**config.mk**
```make
export PLATFORM = sky130hd
export DESIGN_NAME = branch_pc_unit
export DESIGN_NICKNAME = d
export VERILOG_FILES = /design/src/rtl/bpu_pkg.sv /design/src/rtl/bpu_compare.sv /design/src/rtl/bpu_cond.sv /design/src/rtl/bpu_target.sv /design/src/rtl/branch_pc_unit.sv
export SDC_FILE = /design/constraint.sdc
export NUM_CORES = 1
export LEC_CHECK = 0
export ABC_AREA = 0
export BUFFER_PORTS_ARGS = -buffer_cell sky130_fd_sc_hd__buf_2
export CORE_ASPECT_RATIO = 1.2
export CORE_MARGIN = 5
export CORE_UTILIZATION = 43
export CTS_CLUSTER_SIZE = 28
export DETAILED_ROUTE_END_ITERATION = 7
export PLACE_DENSITY_LB_ADDON = 0.05
export SKIP_LAST_GASP = 1
export SLEW_MARGIN = 25
export SYNTH_ARGS = -nofsm -noshare
export SYNTH_HDL_FRONTEND = slang
export SYNTH_SLANG_ARGS = --single-unit
```
**constraint.sdc**
```tcl
create_clock -name clk -period 10.3 [get_ports clk]
set_clock_uncertainty 0.1 [all_clocks]
set_input_delay 3.09 -clock clk [delete_from_list [all_inputs] [get_ports clk]]
set_output_delay 3.09 -clock clk [all_outputs]
set_load 0.02 [all_outputs]
```
**src/rtl/bpu_pkg.sv**
```systemverilog
package bpu_pkg;
  typedef enum logic [3:0] {
    OP_NOP   = 4'd0,
    OP_BEQ   = 4'd1,
    OP_BNE   = 4'd2,
    OP_BLT   = 4'd3,
    OP_BGE   = 4'd4,
    OP_BLTU  = 4'd5,
    OP_BGEU  = 4'd6,
    OP_SLT   = 4'd7,
    OP_SLTU  = 4'd8,
    OP_SLTI  = 4'd9,
    OP_SLTIU = 4'd10,
    OP_AUIPC = 4'd11
  } bpu_op_e;

  localparam int OP_W = 4;

  function automatic logic op_is_branch(input logic [OP_W-1:0] o);
    return (o >= 4'd1) && (o <= 4'd6);
  endfunction

  function automatic logic op_is_set(input logic [OP_W-1:0] o);
    return (o >= 4'd7) && (o <= 4'd10);
  endfunction

  function automatic logic op_uses_imm(input logic [OP_W-1:0] o);
    return (o == 4'd9) || (o == 4'd10);
  endfunction
endpackage

```
**src/rtl/bpu_compare.sv**
```systemverilog
module bpu_compare #(
  parameter int W = 32
) (
  input  logic [W-1:0] a,
  input  logic [W-1:0] b,
  output logic         eq,
  output logic         lt_s,
  output logic         lt_u
);
  localparam int MSB = W - 1;

  logic [W:0] diff;

  always_comb begin
    diff = {1'b0, a} - {1'b0, b};
    eq   = (a == b);
    lt_u = diff[W];
    // differing signs: the negative one is smaller
    lt_s = (a[MSB] != b[MSB]) ? a[MSB] : lt_u;
  end

  always_comb begin
    if (eq) begin
      a_r3_eq_not_less: assert (!lt_s && !lt_u);
    end
    if (lt_u && (a[MSB] == b[MSB])) begin
      a_r4_same_sign_agree: assert (lt_s);
    end
  end
endmodule

```
**src/rtl/bpu_cond.sv**
```systemverilog
module bpu_cond
  import bpu_pkg::*;
(
  input  logic [OP_W-1:0] op,
  input  logic            eq,
  input  logic            lt_s,
  input  logic            lt_u,
  output logic            take,
  output logic            set_bit
);
  always_comb begin
    take = 1'b0;
    unique case (op)
      OP_BEQ:  take = eq;
      OP_BNE:  take = !eq;
      OP_BLT:  take = lt_s;
      OP_BGE:  take = !lt_s;
      OP_BLTU: take = lt_u;
      OP_BGEU: take = !lt_u;
      default: take = 1'b0;
    endcase
  end

  always_comb begin
    set_bit = 1'b0;
    unique case (op)
      OP_SLT, OP_SLTI:   set_bit = lt_s;
      OP_SLTU, OP_SLTIU: set_bit = lt_u;
      default:           set_bit = 1'b0;
    endcase
  end
endmodule

```
**src/rtl/bpu_target.sv**
```systemverilog
module bpu_target #(
  parameter int W          = 32,
  parameter bit COMPRESSED = 1'b0
) (
  input  logic [W-1:0] pc,
  input  logic [W-1:0] imm,
  input  logic         take,
  output logic [W-1:0] next_pc,
  output logic [W-1:0] upper_sum,
  output logic         misaligned
);
  localparam int INSN_BYTES = 4;
  localparam int UPPER_SH   = 12;
  localparam int UPPER_W    = 20;

  logic [W-1:0] seq_pc;
  logic [W-1:0] br_pc;

  always_comb begin
    seq_pc    = pc + W'(INSN_BYTES);
    br_pc     = pc + {imm[W-2:0], 1'b0};
    upper_sum = pc + {imm[UPPER_W-1:0], {UPPER_SH{1'b0}}};
    next_pc   = take ? br_pc : seq_pc;
  end

  generate
    if (COMPRESSED) begin : g_half
      assign misaligned = 1'b0;
    end else begin : g_word
      assign misaligned = take & br_pc[1];
    end
  endgenerate
endmodule

```
**src/rtl/branch_pc_unit.sv**
```systemverilog
module branch_pc_unit
  import bpu_pkg::*;
#(
  parameter int          XLEN       = 32,
  parameter logic [31:0] RESET_VEC  = 32'h0000_1000,
  parameter bit          COMPRESSED = 1'b0
) (
  input  logic            clk,
  input  logic            rst,
  input  logic            in_valid,
  input  logic [3:0]      op,
  input  logic [XLEN-1:0] rs1_val,
  input  logic [XLEN-1:0] rs2_val,
  input  logic [XLEN-1:0] imm,
  output logic [XLEN-1:0] pc,
  output logic            taken,
  output logic [XLEN-1:0] next_pc,
  output logic [XLEN-1:0] result,
  output logic            misaligned
);
  logic [XLEN-1:0] pc_q;
  logic [XLEN-1:0] cmp_b;
  logic [XLEN-1:0] upper_sum;
  logic            eq, lt_s, lt_u, take, set_bit;

  assign cmp_b = op_uses_imm(op) ? imm : rs2_val;

  bpu_compare #(.W(XLEN)) u_cmp (
    .a(rs1_val), .b(cmp_b), .eq(eq), .lt_s(lt_s), .lt_u(lt_u)
  );

  bpu_cond u_cond (
    .op(op), .eq(eq), .lt_s(lt_s), .lt_u(lt_u), .take(take), .set_bit(set_bit)
  );

  bpu_target #(.W(XLEN), .COMPRESSED(COMPRESSED)) u_tgt (
    .pc(pc_q), .imm(imm), .take(take), .next_pc(next_pc),
    .upper_sum(upper_sum), .misaligned(misaligned)
  );

  always_comb begin
    if (op == OP_AUIPC)  result = upper_sum;
    else if (op_is_set(op)) result = {{(XLEN-1){1'b0}}, set_bit};
    else                 result = '0;
  end

  always_ff @(posedge clk) begin
    if (rst)           pc_q <= XLEN'(RESET_VEC);
    else if (in_valid) pc_q <= next_pc;
  end

  assign pc    = pc_q;
  assign taken = take;

  a_r2_hold: assert property (@(posedge clk) disable iff (rst)
    (!$past(rst) && !$past(in_valid)) |-> $stable(pc_q));
  a_r2_load: assert property (@(posedge clk) disable iff (rst)
    (!$past(rst) && $past(in_valid)) |-> (pc_q == $past(next_pc)));
  a_r8_sequential: assert property (@(posedge clk) disable iff (rst)
    !taken |-> (next_pc == pc_q + XLEN'(4)));
  a_r8_only_branches: assert property (@(posedge clk) disable iff (rst)
    taken |-> op_is_branch(op));
  a_r12_flag: assert property (@(posedge clk) disable iff (rst)
    misaligned |-> (taken && next_pc[1]));
  a_r9_boolean: assert property (@(posedge clk) disable iff (rst)
    op_is_set(op) |-> (result[XLEN-1:1] == '0));
  a_r13_quiet: assert property (@(posedge clk) disable iff (rst)
    (op <= 4'd6 || op >= 4'd12) |-> (result == '0));
endmodule

```
Word level (Yosys, flattened, before mapping)
Cells that the tools add are included.
- eq/ne operators: 13
- add/sub/neg operators: 4
- multiplexer cells: 7
- magnitude comparators: 2
- bitwise logic cells: 1
- reduce and logical (&&, ||, !) cells: 7
- operators by type and width (operator ; count):
    32-bit two-way mux ; 3
    32-bit adder ; 2
    32-bit by 32-bit subtractor with 33-bit output ; 1
    32-bit by 3-bit adder with 32-bit output (second input constant) ; 1
    32-bit equality test ; 1
    4-bit by 3-bit equality test with 1-bit output (second input constant) ; 4
    4-bit equality test (second input constant) ; 4
    4-bit by 2-bit equality test with 1-bit output (second input constant) ; 2
    1-bit case mux with 6 select lines ; 1
    4-bit by 1-bit equality test with 1-bit output (second input constant) ; 1
    4-bit by 3-bit >= comparator with 1-bit output (second input constant) ; 1
    4-bit <= comparator (second input constant) ; 1
    2-bit OR reduction ; 2
    1-bit zero test ; 3
    1-bit two-way mux ; 2
    1-bit case mux with 2 select lines ; 1
    1-bit AND ; 1
    1-bit logical AND ; 1
    1-bit logical OR ; 1
    1-bit != test ; 1
- output and inout bits: 98
- bits of input ports: 103
- register bits after elaboration: 32
- word-level logic and storage cells: 35

Logic depth before layout (Yosys ltp)
- depth after elaboration: 8
- gate-level depth with buffers: 20
- gate-level depth less buffers: 15

Cells and area by module
A second synthesis with hierarchy kept.
- cell total of the unflattened synthesis: 822
- area total of the unflattened synthesis: 6286.0 um2
- modules (own cells, without submodules) (module ; cells an instance ; sequential area each (um2) ; instances ; area each (um2)):
    bpu_target ; 508 ; 0.0 ; 1 ; 3455.8
    branch_pc_unit ; 181 ; 640.6 ; 1 ; 1881.8
    bpu_compare ; 120 ; 0.0 ; 1 ; 843.3
    bpu_cond ; 13 ; 0.0 ; 1 ; 105.1

Worst setup path before layout
Ideal clock, no wire load.
- kind: input port to output port
- from: input op[0]
- to: output next_pc[20]
- buffers on the path: 5
- data arrival time: 7273 ps
- setup slack: -163 ps
- cell stages on the path: 18
- required time: 7110 ps
- path through: clkbuf_1 > nor2b_1 > o21ai_1 > clkbuf_1 > mux2i_1 > ha_1 > a21o_1 > a21o_1 > a221oi_1 > o21ai_0 > a211oi_1 > mux2i_1 > and2_1 > buf_6 > inv_4 > buf_2 > buf_2 > o21ai_0
- word-level cells in the longest chain between the ends: 8
- elaborated cells on any way between the ends: 19
- RTL lines (item ; RTL line ; source):
    from (decl) ; branch_pc_unit.sv:11 ; input logic [3:0] op,
    4-bit equality test ; bpu_pkg.sv:28 ; return (o == 4'd9) || (o == 4'd10);
    1-bit logical OR ; bpu_pkg.sv:28 ;
    32-bit two-way mux ; branch_pc_unit.sv:26 ; assign cmp_b = op_uses_imm(op) ? imm : rs2_val;
    32-bit by 32-bit subtractor with 33-bit output or 1-bit != test (tied branches) ; bpu_compare.sv:15, bpu_compare.sv:19 ;
    1-bit two-way mux ; bpu_compare.sv:19 ; lt_s = (a[MSB] != b[MSB]) ? a[MSB] : lt_u;
    1-bit zero test ; bpu_cond.sv:17 ; OP_BGE: take = !lt_s;
    1-bit case mux with 6 select lines (*) ; bpu_cond.sv:13 ; unique case (op)
    32-bit two-way mux (*) ; bpu_target.sv:23 ; next_pc = take ? br_pc : seq_pc;
    to (decl) ; branch_pc_unit.sv:17 ; output logic [XLEN-1:0] next_pc,
Every way passes the cells marked *; elsewhere a longest branch is shown, timed or not.

Worst setup path after layout
- from: input op[0]
- to: output next_pc[3]
The elaborated chain is that of the path after synthesis.

==> impl_results.md <==
- Die Wd: between 100 and 150 µm
- CTS tree: built
- Grt ovf: 0
- Pint: 0.380 mW
- WP data arrival: 6.88 ns
- Final Net Count: 1227
- Static Leak: between 3 and 4 nW
- Core ar.: 14400 µm²
- Tmin final: 10.07 ns
- Max FFs per register: 31
- Total global-route track usage: 25.5%
- Post-Place Cells: 1206
- Worst skew pair latency: 0.28 ns
- Switching share of power: 45.3%
- Seq/Total Area, Yosys: 9.94%
- CP Capture Type: output port
- Final setup vio count: 0
- Synth Instances: 863
- Register bit total from synthesis: 31
- Pwr Density: 91.9 nW/µm²
- 1st-iter DRT viols: 401
- Period utilization: 97.8%
- Diode count: 0
- Worst IR Drop VDD: 0.0568 mV
- Asr flop ratio synth: 0%
- Hold crit path type: register to register
- Number of H-tree levels: 2
- Die extent in y: about 140 µm
- Initial antenna violation count: 0
- First-pass GRT wire length: 35.3 mm
- Final ANT Viol Nets: 0
- Synth warn: 0
- Startpoint types: input pin
- Most frequent cells in the layout: buf_2, nor2_1, ha_1
- CTS Root Cell: clkbuf_16
- Run status: complete, no violations
- Critical setup path kind: input pin to output port
- Top cell type by total area after synthesis: ha_1
- Mean Syn Cell Area: 7.24 µm²
- Via Count: 7079
- Fmax: 99.3 MHz
- Power share of the clock group: 21.5%
- Sequential Power Share: 22.2%
- CTS Hold Bufs: 0
- Combinational share of power: 56.3%
- Dpl hpwl: 18.0 mm
- MaxCap Viol Count: 0
- CP Data Required Time: 7.11 ns
- Cell variety after synth: 65
- IO Count: between 200 and 250
- Overall power: around 0.69 mW
- Synthesis-to-layout area growth: 21.0%
- Post-Syn Area: 6250 µm²
- Layout cell share with drive strength beyond 1: between 20 and 25%
- Worst slew pin tran: 0.997 ns
- Row count: 48
- Via/cell ratio: between 5 and 6
- Cts bufs inserted: 5
- Gp weighted congestion: 0.910
- Largest fanout on the critical path: 35
- DRT Pass-1 Iters: 5
- Relative slew slack: roughly a third
- Setup TNS Final: 0 ns
- Top-area cell type share of the netlist area: 16.4%
- Port bufs: ~200
- Clk sink count: 31
- # DRC: 0
- Post-route insts no fill: roughly 1.2k
- Final wirelength: 22.4 mm
- DP Worst Slack: 0.0947 ns
- Commonest non-fill, non-tap cell in the layout: buf_2
- Final hold vios: 0
- Largest net degree at the start of global routing: 45
- Vias in the first global route: 6850
- Sw power: 0.315 mW
- Die area: 17000 µm²
- Starting Density: a little over two fifths
- EDFF count, synth: 0
- Reg clk slew, reported paths: ~0.050 ns
- Clock Tree Buf Depth: 2
- Synth Flop Type: dfxtp_1
- Max Slew Vio Count: 0
- Synth top area cells: ha_1, dfxtp_1, mux2i_1
- Drt wl/cell: approximately 18 µm
- Fin worst setup slack: 0.228 ns
area by class of cell:
type / count / area [µm²]
Multi-Input combinational cell: 744 / 5280
Clock inverter: 1 / 5.00
Fill cell: 1490 / 6800
Timing Repair Buffer: 210 / 1110
Clock buffer: 6 / 139
Sequential cell: 31 / 621
Tap cell: 175 / 219
Inverter: 48 / 183
cells in the mapped netlist (19+ instances only):
library cell / count
a21o_1: 24
a21oi_1: 74
clkbuf_1: 29
dfxtp_1: 31
ha_1: 82
inv_1: 47
mux2i_1: 54
nand2_1: 64
nand3_1: 23
nor2_1: 82
nor3_1: 23
o21ai_0: 53
o32ai_1: 19
xnor2_1: 45
xor2_1: 21
metrics by stage:
| stage | cell area, µm² | utilization (%) | hold WS (ns) |
|---|---|---|---|
| after floorplan | 6250 | - | 0.517 |
| after global placement | 7390 | 51.5 | 0.487 |
| after detailed placement | 7390 | 51.5 | 0.486 |
| after CTS | 7530 | 52.5 | 0.497 |
| after global routing | 7560 | 52.6 | 0.550 |
| final | 7560 | 52.6 | 0.500 |
cells by family (layout without fill, tap and decap cells):
kind of cell / after synthesis / in the layout / share of synthesized area, %
AOI/OAI and AO/OA: 253 / 253 / 26.3
other: 1 / 2 / 0.0600
adders and majority gates: 84 / 84 / 17.1
and+or+nand+nor: 283 / 283 / 22.5
xor gates and xnor gates: 66 / 66 / 9.25
muxes: 56 / 56 / 9.01
buffers and inverters: 89 / 265 / 5.83
DFF: 31 / 31 / 9.94
final timing paths:
| check | startpoint | to | slack (ns) | depth (start not counted) |
|---|---|---|---|---|
| min | pc[1] | pc[1] | 0.50 | 2 |
| max reg2reg | pc[1] | pc[27] | 6.74 | 12 |
| max | op[0] | next_pc[3] | 0.23 | 17 |
| min reg2reg | pc[1] | pc[1] | 0.50 | 2 |
routing by layer:
metal,GRT usage [%],up-vias,routed length (µm)
met5,0,-,0
met4,9.17,0,721
met3,3.66,41,1260
met2,46.7,234,11200
met1,30.3,3280,9220
li1,-,3524,-
critical path, stage by stage:
cell	delay [ns]
buf_2	0.15
nor2b_2	0.20
o21ai_4	0.29
buf_4	0.23
mux2i_1	0.20
ha_1	0.29
nand4_2	0.15
nor3_1	0.07
a221oi_1	0.25
o21ai_0	0.18
a211oi_1	0.39
mux2i_1	0.15
and2_2	0.27
inv_4	0.19
buf_12	0.21
mux2_2	0.36
buf_2	0.16
power groups by stage:
stage | Sequential (mW) | Combinational [mW] | Clock (mW)
floorplan | 0.155 | 0.264 | 0
global placement | 0.156 | 0.389 | 0
detailed placement | 0.156 | 0.388 | 0
CTS | 0.154 | 0.391 | 0.154
global route | 0.155 | 0.434 | 0.158
finish | 0.154 | 0.391 | 0.149
what timing repair did:
item                                    in CTS  in global routing
endpoints found under the setup margin       0                 20
gates resized for setup                      0                  2
buffers inserted                             0                  2
(Power assumes the default switching activity.)
